**src/rtl/mbus_cyc_pkg.sv**
```systemverilog
package mbus_cyc_pkg;

    typedef enum logic [3:0] {
        ST_IDLE,
        ST_ADDR_SETUP,
        ST_ADDR_HOLD,
        ST_RD_TURN,
        ST_RD_STROBE,
        ST_WR_SETUP,
        ST_WR_STROBE,
        ST_WR_HOLD,
        ST_RECOVER
    } phase_e;

    // Round a nanosecond minimum up to whole clocks, never below one clock.
    function automatic int ns_to_cyc(input int ns, input int period);
        int c;
        c = (ns + period - 1) / period;
        if (c < 1) c = 1;
        return c;
    endfunction

    function automatic int imax(input int a, input int b);
        return (a > b) ? a : b;
    endfunction

endpackage

```
**src/rtl/mbus_phase_timer.sv**
```systemverilog
module mbus_phase_timer #(
    parameter int CNT_W = 4
) (
    input  logic             clk,
    input  logic             rst_n,
    input  logic             start,
    input  logic [CNT_W-1:0] len,
    output logic             last
);

    logic [CNT_W-1:0] cnt_q;

    always_ff @(posedge clk) begin
        if (!rst_n) begin
            cnt_q <= '0;
        end else if (start) begin
            cnt_q <= len - CNT_W'(1);
        end else if (cnt_q != '0) begin
            cnt_q <= cnt_q - CNT_W'(1);
        end
    end

    assign last = (cnt_q == '0);


    zero_len_chk: assert property (@(posedge clk) disable iff (!rst_n)
        start |-> (len != '0))
        else $error("phase started with zero length");

endmodule

```
**src/rtl/mbus_rd_capture.sv**
```systemverilog
module mbus_rd_capture #(
    parameter int BUS_W = 8
) (
    input  logic             clk,
    input  logic             rst_n,
    input  logic             rd_done,
    input  logic             wr_done,
    input  logic [BUS_W-1:0] bus_in,
    output logic             rsp_valid,
    output logic [BUS_W-1:0] rsp_rdata
);

    always_ff @(posedge clk) begin
        if (!rst_n) begin
            rsp_valid <= 1'b0;
            rsp_rdata <= '0;
        end else begin
            rsp_valid <= rd_done | wr_done;
            if (rd_done) rsp_rdata <= bus_in;
        end
    end


    rsp_pulse_chk: assert property (@(posedge clk) disable iff (!rst_n)
        rsp_valid |=> !rsp_valid)
        else $error("response pulse longer than one cycle");


    rd_wr_excl_chk: assert property (@(posedge clk) disable iff (!rst_n)
        !(rd_done && wr_done))
        else $error("read and write completed together");

endmodule

```
**src/rtl/mbus_seq.sv**
```systemverilog
module mbus_seq
    import mbus_cyc_pkg::*;
#(
    parameter int BUS_W   = 8,
    parameter int CNT_W   = 4,
    parameter int AS_CYC  = 1,
    parameter int AH_CYC  = 3,
    parameter int GAP_CYC = 1,
    parameter int COE_CYC = 3,
    parameter int OEA_CYC = 5,
    parameter int WP_CYC  = 5,
    parameter int DH_CYC  = 1,
    parameter int REC_CYC = 2
) (
    input  logic             clk,
    input  logic             rst_n,
    input  logic             req_valid,
    input  logic             req_write,
    input  logic [BUS_W-1:0] req_addr,
    input  logic [BUS_W-1:0] req_wdata,
    output logic             req_ready,
    input  logic             timer_last,
    output logic             timer_start,
    output logic [CNT_W-1:0] timer_len,
    output logic             rd_done,
    output logic             wr_done,
    output logic             ce_n,
    output logic             oe_n,
    output logic             we_n,
    output logic [BUS_W-1:0] ad_out,
    output logic             ad_drv
);

    phase_e state_q, state_d;

    logic             wr_q;
    logic [BUS_W-1:0] addr_q, wdata_q, nxt_addr;
    logic             accept;

    logic             ce_n_d, oe_n_d, we_n_d, drv_d;
    logic [BUS_W-1:0] out_d;

    assign req_ready = (state_q == ST_IDLE);
    assign accept    = req_ready && req_valid;
    assign nxt_addr  = accept ? req_addr : addr_q;

    // Request capture at acceptance.
    always_ff @(posedge clk) begin
        if (!rst_n) begin
            wr_q    <= 1'b0;
            addr_q  <= '0;
            wdata_q <= '0;
        end else if (accept) begin
            wr_q    <= req_write;
            addr_q  <= req_addr;
            wdata_q <= req_wdata;
        end
    end

    // Next-state logic.
    always_comb begin
        state_d = state_q;
        unique case (state_q)
            ST_IDLE:       if (req_valid)  state_d = ST_ADDR_SETUP;
            ST_ADDR_SETUP: if (timer_last) state_d = ST_ADDR_HOLD;
            ST_ADDR_HOLD:  if (timer_last) state_d = wr_q ? ST_WR_SETUP : ST_RD_TURN;
            ST_RD_TURN:    if (timer_last) state_d = ST_RD_STROBE;
            ST_RD_STROBE:  if (timer_last) state_d = ST_RECOVER;
            ST_WR_SETUP:   if (timer_last) state_d = ST_WR_STROBE;
            ST_WR_STROBE:  if (timer_last) state_d = ST_WR_HOLD;
            ST_WR_HOLD:    if (timer_last) state_d = ST_RECOVER;
            ST_RECOVER:    if (timer_last) state_d = ST_IDLE;
            default:                       state_d = ST_IDLE;
        endcase
    end

    // State register.
    always_ff @(posedge clk) begin
        if (!rst_n) state_q <= ST_IDLE;
        else        state_q <= state_d;
    end

    // Phase length for the state being entered.
    always_comb begin
        unique case (state_d)
            ST_ADDR_SETUP: timer_len = CNT_W'(AS_CYC);
            ST_ADDR_HOLD:  timer_len = CNT_W'(AH_CYC);
            ST_RD_TURN:    timer_len = CNT_W'(GAP_CYC);
            ST_RD_STROBE:  timer_len = CNT_W'(OEA_CYC);
            ST_WR_SETUP:   timer_len = CNT_W'(GAP_CYC);
            ST_WR_STROBE:  timer_len = CNT_W'(WP_CYC);
            ST_WR_HOLD:    timer_len = CNT_W'(DH_CYC);
            ST_RECOVER:    timer_len = CNT_W'(REC_CYC);
            default:       timer_len = CNT_W'(1);
        endcase
    end

    assign timer_start = (state_d != state_q);
    assign rd_done     = (state_q == ST_RD_STROBE) && timer_last;
    assign wr_done     = (state_q == ST_WR_STROBE) && timer_last;

    // Pin values decoded from the state being entered.
    always_comb begin
        ce_n_d = 1'b1;
        oe_n_d = 1'b1;
        we_n_d = 1'b1;
        drv_d  = 1'b0;
        out_d  = '0;
        unique case (state_d)
            ST_ADDR_SETUP: begin
                drv_d = 1'b1;
                out_d = nxt_addr;
            end
            ST_ADDR_HOLD: begin
                ce_n_d = 1'b0;
                drv_d  = 1'b1;
                out_d  = nxt_addr;
            end
            ST_RD_TURN: begin
                ce_n_d = 1'b0;
            end
            ST_RD_STROBE: begin
                ce_n_d = 1'b0;
                oe_n_d = 1'b0;
            end
            ST_WR_SETUP: begin
                ce_n_d = 1'b0;
                drv_d  = 1'b1;
                out_d  = wdata_q;
            end
            ST_WR_STROBE: begin
                ce_n_d = 1'b0;
                we_n_d = 1'b0;
                drv_d  = 1'b1;
                out_d  = wdata_q;
            end
            ST_WR_HOLD: begin
                drv_d = 1'b1;
                out_d = wdata_q;
            end
            default: ;
        endcase
    end

    // Registered pin outputs.
    always_ff @(posedge clk) begin
        if (!rst_n) begin
            ce_n   <= 1'b1;
            oe_n   <= 1'b1;
            we_n   <= 1'b1;
            ad_drv <= 1'b0;
            ad_out <= '0;
        end else begin
            ce_n   <= ce_n_d;
            oe_n   <= oe_n_d;
            we_n   <= we_n_d;
            ad_drv <= drv_d;
            ad_out <= out_d;
        end
    end

    // Interval counters seen on the pins, for the checks below.
    logic [7:0] ce_lo_cnt, hi_cnt;

    always_ff @(posedge clk) begin
        if (!rst_n) begin
            ce_lo_cnt <= '0;
            hi_cnt    <= '0;
        end else begin
            if (ce_n)                      ce_lo_cnt <= '0;
            else if (ce_lo_cnt != 8'hFF)   ce_lo_cnt <= ce_lo_cnt + 8'd1;
            if (!(ce_n && oe_n && we_n))   hi_cnt    <= '0;
            else if (hi_cnt != 8'hFF)      hi_cnt    <= hi_cnt + 8'd1;
        end
    end


    ce_to_strobe_chk: assert property (@(posedge clk) disable iff (!rst_n)
        ($fell(oe_n) || $fell(we_n)) |-> (int'(ce_lo_cnt) + 1 >= COE_CYC))
        else $error("strobe fell too soon after enable");


    rec_gap_chk: assert property (@(posedge clk) disable iff (!rst_n)
        $fell(ce_n) |-> (int'(hi_cnt) + 1 >= REC_CYC))
        else $error("recovery gap too short");


    no_contention_chk: assert property (@(posedge clk) disable iff (!rst_n)
        !oe_n |-> !ad_drv)
        else $error("host drives bus while memory output enabled");


    rd_we_quiet_chk: assert property (@(posedge clk) disable iff (!rst_n)
        !oe_n |-> we_n)
        else $error("write strobe low during read");


    wr_oe_quiet_chk: assert property (@(posedge clk) disable iff (!rst_n)
        !we_n |-> oe_n)
        else $error("output enable low during write");


    addr_at_ce_chk: assert property (@(posedge clk) disable iff (!rst_n)
        $fell(ce_n) |-> ad_drv)
        else $error("address not driven when enable fell");


    busy_chk: assert property (@(posedge clk) disable iff (!rst_n)
        (req_ready && req_valid) |=> !req_ready)
        else $error("ready stayed high after acceptance");

endmodule

```
**src/rtl/mbus_cycle_ctrl.sv**
```systemverilog
module mbus_cycle_ctrl
    import mbus_cyc_pkg::*;
#(
    parameter int BUS_W     = 8,
    parameter int CLK_NS    = 10,
    parameter int T_AS_NS   = 5,
    parameter int T_AH_NS   = 25,
    parameter int T_COE_NS  = 25,
    parameter int T_OEA_NS  = 50,
    parameter int T_WP_NS   = 50,
    parameter int T_DH_NS   = 10,
    parameter int T_REC_NS  = 20
) (
    input  logic             clk,
    input  logic             rst_n,
    input  logic             req_valid,
    output logic             req_ready,
    input  logic             req_write,
    input  logic [BUS_W-1:0] req_addr,
    input  logic [BUS_W-1:0] req_wdata,
    output logic             rsp_valid,
    output logic [BUS_W-1:0] rsp_rdata,
    output logic             mem_ce_n,
    output logic             mem_oe_n,
    output logic             mem_we_n,
    output logic [BUS_W-1:0] mem_ad_out,
    output logic             mem_ad_oe,
    input  logic [BUS_W-1:0] mem_ad_in
);

    localparam int AS_CYC  = ns_to_cyc(T_AS_NS,  CLK_NS);
    localparam int AH_CYC  = ns_to_cyc(T_AH_NS,  CLK_NS);
    localparam int COE_CYC = ns_to_cyc(T_COE_NS, CLK_NS);
    localparam int OEA_CYC = ns_to_cyc(T_OEA_NS, CLK_NS);
    localparam int WP_CYC  = ns_to_cyc(T_WP_NS,  CLK_NS);
    localparam int DH_CYC  = ns_to_cyc(T_DH_NS,  CLK_NS);
    localparam int REC_CYC = ns_to_cyc(T_REC_NS, CLK_NS);
    localparam int GAP_CYC = imax(COE_CYC - AH_CYC, 1);
    localparam int MAX_CYC = imax(imax(imax(AS_CYC, AH_CYC), imax(GAP_CYC, OEA_CYC)),
                                  imax(imax(WP_CYC, DH_CYC), REC_CYC));
    localparam int CNT_W   = $clog2(MAX_CYC + 1);

    logic             t_start, t_last;
    logic [CNT_W-1:0] t_len;
    logic             rd_done, wr_done;

    mbus_seq #(
        .BUS_W  (BUS_W),
        .CNT_W  (CNT_W),
        .AS_CYC (AS_CYC),
        .AH_CYC (AH_CYC),
        .GAP_CYC(GAP_CYC),
        .COE_CYC(COE_CYC),
        .OEA_CYC(OEA_CYC),
        .WP_CYC (WP_CYC),
        .DH_CYC (DH_CYC),
        .REC_CYC(REC_CYC)
    ) u_seq (
        .clk        (clk),
        .rst_n      (rst_n),
        .req_valid  (req_valid),
        .req_write  (req_write),
        .req_addr   (req_addr),
        .req_wdata  (req_wdata),
        .req_ready  (req_ready),
        .timer_last (t_last),
        .timer_start(t_start),
        .timer_len  (t_len),
        .rd_done    (rd_done),
        .wr_done    (wr_done),
        .ce_n       (mem_ce_n),
        .oe_n       (mem_oe_n),
        .we_n       (mem_we_n),
        .ad_out     (mem_ad_out),
        .ad_drv     (mem_ad_oe)
    );

    mbus_phase_timer #(
        .CNT_W(CNT_W)
    ) u_timer (
        .clk  (clk),
        .rst_n(rst_n),
        .start(t_start),
        .len  (t_len),
        .last (t_last)
    );

    mbus_rd_capture #(
        .BUS_W(BUS_W)
    ) u_capture (
        .clk      (clk),
        .rst_n    (rst_n),
        .rd_done  (rd_done),
        .wr_done  (wr_done),
        .bus_in   (mem_ad_in),
        .rsp_valid(rsp_valid),
        .rsp_rdata(rsp_rdata)
    );

endmodule

```
**config.mk**
```make
export PLATFORM = sky130hd
export DESIGN_NAME = mbus_cycle_ctrl
export DESIGN_NICKNAME = d
export VERILOG_FILES = /design/src/rtl/mbus_cyc_pkg.sv /design/src/rtl/mbus_phase_timer.sv /design/src/rtl/mbus_rd_capture.sv /design/src/rtl/mbus_seq.sv /design/src/rtl/mbus_cycle_ctrl.sv
export SDC_FILE = /design/constraint.sdc
export NUM_CORES = 1
export LEC_CHECK = 0
export BUFFER_PORTS_ARGS = -buffer_cell sky130_fd_sc_hd__buf_2
export CAP_MARGIN = 20
export CORE_ASPECT_RATIO = 0.9
export CORE_UTILIZATION = 52
export CTS_CLUSTER_DIAMETER = 200
export DETAILED_ROUTE_END_ITERATION = 16
export HOLD_SLACK_MARGIN = 0.12
export PLACE_DENSITY = 0.83
export SLEW_MARGIN = 10
export SYNTH_ARGS = -nofsm -noshare
export SYNTH_HDL_FRONTEND = slang
export SYNTH_SLANG_ARGS = --single-unit
```
**constraint.sdc**
```tcl
create_clock -name clk -period 3.06 [get_ports clk]
set_input_delay 0.765 -clock clk [delete_from_list [all_inputs] [get_ports clk]]
set_output_delay 0.765 -clock clk [all_outputs]
set_load 0.03 [all_outputs]
```
Word level (Yosys, flattened, before mapping)
Memory sizes are Yosys's and may differ from the RTL's.
Index checks and enable logic that the tools add are counted.
- add/subtract/negate cells: 2
- equality and inequality tests: 16
- muxes and demuxes: 18
- bitwise gates (word level): 1
- reductions and logical operators: 12
- operator list (cell ; number):
    equality test 4 x 3 -> 1 bit (second input constant) ; 8
    two-way mux 4 bit ; 8
    case mux 4 bit (8 select lines) ; 1
    equality test 4 x 2 -> 1 bit (second input constant) ; 4
    case mux 8 bit (2 select lines) ; 1
    OR reduction 5 bit ; 2
    two-way mux 3 bit ; 3
    equality test 4 x 1 -> 1 bit (second input constant) ; 2
    two-way mux 8 bit ; 1
    subtractor 3 x 1 -> 3 bit (second input constant) ; 2
    equality test 4 bit (second input constant) ; 1
    logical NOT 4 bit ; 1
    two-way mux 1 bit ; 4
    inequality test 4 bit ; 1
    OR reduction 2 bit ; 2
    logical AND 1 bit ; 3
    logical NOT 3 bit ; 1
    nonzero test 3 bit ; 1
    OR reduction 3 bit ; 1
    nonzero test 2 bit ; 1
    bitwise OR 1 bit ; 1
- register bits after elaboration: 45
- ROM bits: 48
- output and inout port bits: 22
- word-level logic and storage cells: 62
- memories kept: 1
- memory list (name ; words ; width ; rd ports ; clocked after Yosys merged registers in ; wr ports ; line ; text):
    (name not given) ; 16 ; 3 ; 1 ; 0 ; 0 ; mbus_seq.sv:85 ; unique case (state_d)

Depth between registers and ports, before layout
- word-level depth: 6
- depth in mapped cells: 11

Hierarchy
Synthesis repeated with hierarchy kept, for this count alone.
- cells, all modules: 200
- area, all modules: 1949.4 sq um
- modules (own cells, without submodules) (module ; times used ; cells each ; area each (sq um)):
    mbus_seq ; 1 ; 158 ; 1452.6
    mbus_rd_capture ; 1 ; 27 ; 329.1
    mbus_phase_timer ; 1 ; 15 ; 167.7

Least setup slack after synthesis
OpenSTA, ideal clock, no wires.
- kind: register -> register
- start: reg u_seq.state_q[2]
- end: reg u_timer.cnt_q[2]
- setup time: 0.120 ns
- arrival time: 2.152 ns
- data required time: 2.940 ns
- setup slack: 0.788 ns
- stages on the path, launching flop included: 12
- clock period less this slack: 2.272 ns
- cell sequence: dfxtp_1 buf_6 nor4_4 nand2_1 buf_2 o21ai_0 o211ai_1 o21ai_1 ha_1 or2b_1 a21oi_1 o31a_1
- elaborated cells between the ends (all ways): 24
- classes of those cells: 1 x add/sub; 9 x eq/ne; 10 x mux; 3 x reduce/logical; 1 x memory
- RTL lines (what ; line ; text):
    start, declared ; mbus_seq.sv:34 ; phase_e state_q, state_d;
    start signal, assigned ; mbus_seq.sv:80 ; else state_q <= state_d;
    logical NOT 4 bit (*) ; n/a ;
    net req_ready ; mbus_cycle_ctrl.sv:17 ; output logic req_ready,
    case mux 4 bit (8 select lines) (*) ; mbus_seq.sv:63 ; unique case (state_q)
    memory (16 x 3 bit) ; n/a ;
    subtractor 3 x 1 -> 3 bit ; mbus_phase_timer.sv:17 ; cnt_q <= len - CNT_W'(1);
    two-way mux 3 bit ; mbus_phase_timer.sv:16 ; end else if (start) begin
    end signal, assigned ; mbus_phase_timer.sv:17 ;
    end signal, assigned ; mbus_phase_timer.sv:19 ; cnt_q <= cnt_q - CNT_W'(1);
    end, declared ; mbus_phase_timer.sv:11 ; logic [CNT_W-1:0] cnt_q;
The timed path passes the listed nets; every way through them passes the cells marked *.
A chain may end at the register's enable or synchronous reset.

Worst setup path after layout
- start: reg u_timer.cnt_q[2]
- end: reg u_timer.cnt_q[2]
- longest elaborated chain between the ends: 6
- elaborated cells between the ends (all ways): 17
- classes of those cells: 2 x add/sub; 1 x eq/ne; 10 x mux; 3 x reduce/logical; 1 x memory
- ends and longest elaborated chain (what ; line ; text):
    logical NOT 3 bit ; mbus_phase_timer.sv:23 ; assign last = (cnt_q == '0);
    two-way mux 4 bit (tied with other cells) ; mbus_seq.sv:72 ; ST_RECOVER: if (timer_last) state_d = ST_IDLE;
    case mux 4 bit (8 select lines) ; mbus_seq.sv:63 ;
    memory (16 x 3 bit) ; n/a ;
    subtractor 3 x 1 -> 3 bit ; mbus_phase_timer.sv:17 ;
    two-way mux 3 bit ; mbus_phase_timer.sv:16 ;
Parallel ways exist; a longest one is shown, timed or not. The select of a mux whose other input is x is not followed.

==> impl_metrics.env <==
export IMPL_hp_class="reg -> reg"
export IMPL_async_flop_share_pct=0
export IMPL_ctsRootBufferMaster="clkbuf_8"
export IMPL_synth_flop_cell="dfxtp_1"
export IMPL_drt_drc_violations_left=0
export IMPL_yosys_cell_types_count=47
export IMPL_seq_area_frac_synth_pct=46.7
export IMPL_synth_area_leaders="dfxtp_1 (47%), nand2_1 (7.0%), mux2i_1 (5.7%)"
export IMPL_fillers=306
export IMPL_reg2reg_slack_ns=0.58
export IMPL_die_w_um=66.2
export IMPL_place_congestion=0.883
export IMPL_slew_headroom_pct=57.0
export IMPL_core_area_um2=3450
export IMPL_critPathLaunchType="flip-flop"
export IMPL_grt_setup_unrepaired="false"
export IMPL_area_sequential_um2=901
export IMPL_area_growth_pct=17.0
export IMPL_drt_iter0_drc=70
export IMPL_synth_seq_cells=45
export IMPL_portBuffers=49
export IMPL_final_hold_viol_count=0
export IMPL_post_cts_resized=0
export IMPL_period_needed_ns=2.48
export IMPL_wl_per_cell_um=13.1
export IMPL_clk_pin_slew_ns=0.08
export IMPL_numCtsBuffers=5
export IMPL_r2r_end="u_timer.cnt_q[2]$_SDFFE_PN0P_"
export IMPL_die_area_um2=3960
export IMPL_synth_common_cells="dfxtp_1 (45), nand2_1 (36), mux2i_1 (11)"
export IMPL_min_period_over_period_pct=80.9
export IMPL_final_antenna_net_count=0
export IMPL_cp_required_ns=3.31
export IMPL_synth_area_um2=1930
export IMPL_arrival_ns=2.72
export IMPL_leakage_uw=0.00101
export IMPL_irDropWorstVdd_v=0.000444
export IMPL_start_util_pct=55.9
export IMPL_end_kind="flip-flop"
export IMPL_worst_hold_slack_ns=0.459
export IMPL_ios=50
export IMPL_grt_max_degree=35
export IMPL_postCtsHoldBufs=0
export IMPL_hpwl_mm=2.48
export IMPL_hp_start="u_seq.addr_q[1]$_SDFF_PN0_"
export IMPL_vias=1542
export IMPL_insertion_delay_ns=0.30
export IMPL_worstSetupPathType="reg -> reg"
export IMPL_min_path_cells=2
export IMPL_antennaDiodeCount=0
export IMPL_drt_first_pass_iters=4
export IMPL_setup_tns_ns=0
export IMPL_post_cts_setup_buffer_count=0
export IMPL_cap_violations=0
export IMPL_grt_usage_pct=21.6
export IMPL_skew_ns=0.00436
export IMPL_max_freq_mhz=404
export IMPL_num_rows=20
export IMPL_cts_sinks=45
export IMPL_synth_edf_count=0
export IMPL_nets=272
export IMPL_p_per_area_nw_per_um2=851
export IMPL_min_to="u_seq.addr_q[1]$_SDFF_PN0_"
export IMPL_crit_fanout=10
export IMPL_yosysMostFrequentCell="dfxtp_1"
export IMPL_synth_top_area_share_pct=46.7
export IMPL_routed_wl_mm=3.76
export IMPL_cts_buffer_depth=2
export IMPL_run_status="finished, final reports clean"
export IMPL_finalSetupViolations=0
export IMPL_grt_pass1_vias=1300
export IMPL_drv_slew=0
export IMPL_h_tree_depth=2
export IMPL_antenna_found_initial=0
export IMPL_cts_tree="done"
export IMPL_reg2reg_depth=9
export IMPL_die_height_um=59.8
export IMPL_synthCells=198
export IMPL_synth_top_area_cell="dfxtp_1"
export IMPL_grt_overflow=0
export IMPL_timing_rr_start="u_timer.cnt_q[2]$_SDFFE_PN0P_"
export IMPL_syn_area_per_cell_um2=9.75
export IMPL_grt_pass1_wl_mm=6.27
export IMPL_routed_via_density=5.37
export IMPL_tightestPinTransition_ns=0.643
export IMPL_syn_nets=227
export IMPL_synth_yosys_warnings=0
export IMPL_multiInputGateArea_um2=937
export IMPL_layout_drive_gt1_share_pct=28.0
[through the flow]
step / util [%] / total power (uW) / area [um2] / std cells / setup WS [ns]
after floorplan: - / 1410 / 1930 / 198 / 0.788
after detailed placement: 62.8 / 1560 / 2170 / 280 / 0.642
final: 65.4 / 1920 / 2260 / 287 / 0.584
after global placement: 62.8 / 1540 / 2170 / 280 / 0.698
after global routing: 65.4 / 2050 / 2260 / 287 / 0.358
after CTS: 65.4 / 1930 / 2260 / 287 / 0.597
[registers in the layout, indices dropped and copies added (netlist names)]
register and cells:
u_seq.wdata_q 8, u_seq.addr_q 8, u_capture.rsp_valid 1, u_seq.wr_q 1, u_seq.state_q 4, u_seq.ad_drv 1, u_timer.cnt_q 3, u_seq.ad_out 8
u_seq.we_n 1, u_seq.ce_n 1, u_seq.oe_n 1, u_capture.rsp_rdata 8
[cell families (layout without fill, tap and decap cells)]
logic type	after synthesis	after routing	synth area share, %
AND/OR/NAND/NOR	75	75	20.7
AO/OA/AOI/OAI	48	48	21.0
flip-flops	45	45	46.7
buffers and inverters	17	62	4.79
multiplexers	11	11	5.70
adder cells (fa/ha/maj)	1	1	0.648
XOR/XNOR	1	1	0.454
[power by group]
group	switching (uW)	internal [uW]
combinational	464	299
sequential	102	685
clock	194	178
total	760	1160
[worst max-delay path: stages (launching register included)]
cell and delay (ns):
dfxtp_1 0.36, nor3_4 0.44, a21oi_2 0.15, or4_1 0.49
o211ai_1 0.17, o21ai_1 0.09, ha_1 0.22, or2b_1 0.22
a21oi_1 0.15, o31a_1 0.12
[cell usage in the layout (no fill, tap or decap), types with 6 or more instances in the layout]
| master | n |
|---|---|
| dfxtp_1 | 45 |
| a21boi_1 | 7 |
| clkbuf_8 | 6 |
| nor2b_1 | 10 |
| buf_2 | 49 |
| nand2_1 | 36 |
| mux2i_1 | 11 |
| a22o_1 | 8 |
| a21boi_0 | 9 |
[area by class of cell]
type / count / share of cell area (%)
well taps: 44 / 2.44
flip-flops and latches: 45 / 39.9
clock buffers: 6 / 3.66
repair buffers: 51 / 11.5
clock inverters: 1 / 0.332
inverters: 4 / 0.665
multi-input cells: 136 / 41.5
[layer usage]
metal / global-route usage [%] / up-vias / routed length, um
li1: - / 777 / -
met1: 27.9 / 714 / 1710
met2: 33.8 / 47 / 1770
met3: 5.15 / 4 / 227
met4: 10.9 / 0 / 48
met5: 0 / - / 0
[worst max-delay path by stage]
| stage | from | to | depth (start not counted) |
|---|---|---|---|
| floorplan | u_seq.state_q[2]$_SDFF_PN0_ | u_timer.cnt_q[2]$_SDFFE_PN0P_ | 11 |
| global placement | u_timer.cnt_q[2]$_SDFFE_PN0P_ | u_timer.cnt_q[2]$_SDFFE_PN0P_ | 9 |
| detailed placement | u_timer.cnt_q[2]$_SDFFE_PN0P_ | u_timer.cnt_q[2]$_SDFFE_PN0P_ | 9 |
| CTS | u_timer.cnt_q[2]$_SDFFE_PN0P_ | u_timer.cnt_q[2]$_SDFFE_PN0P_ | 9 |
| global route | u_seq.state_q[1]$_SDFF_PN0_ | u_timer.cnt_q[2]$_SDFFE_PN0P_ | 9 |
| finish | u_timer.cnt_q[2]$_SDFFE_PN0P_ | u_timer.cnt_q[2]$_SDFFE_PN0P_ | 9 |
No activity file was read; power rests on OpenSTA's default activity.
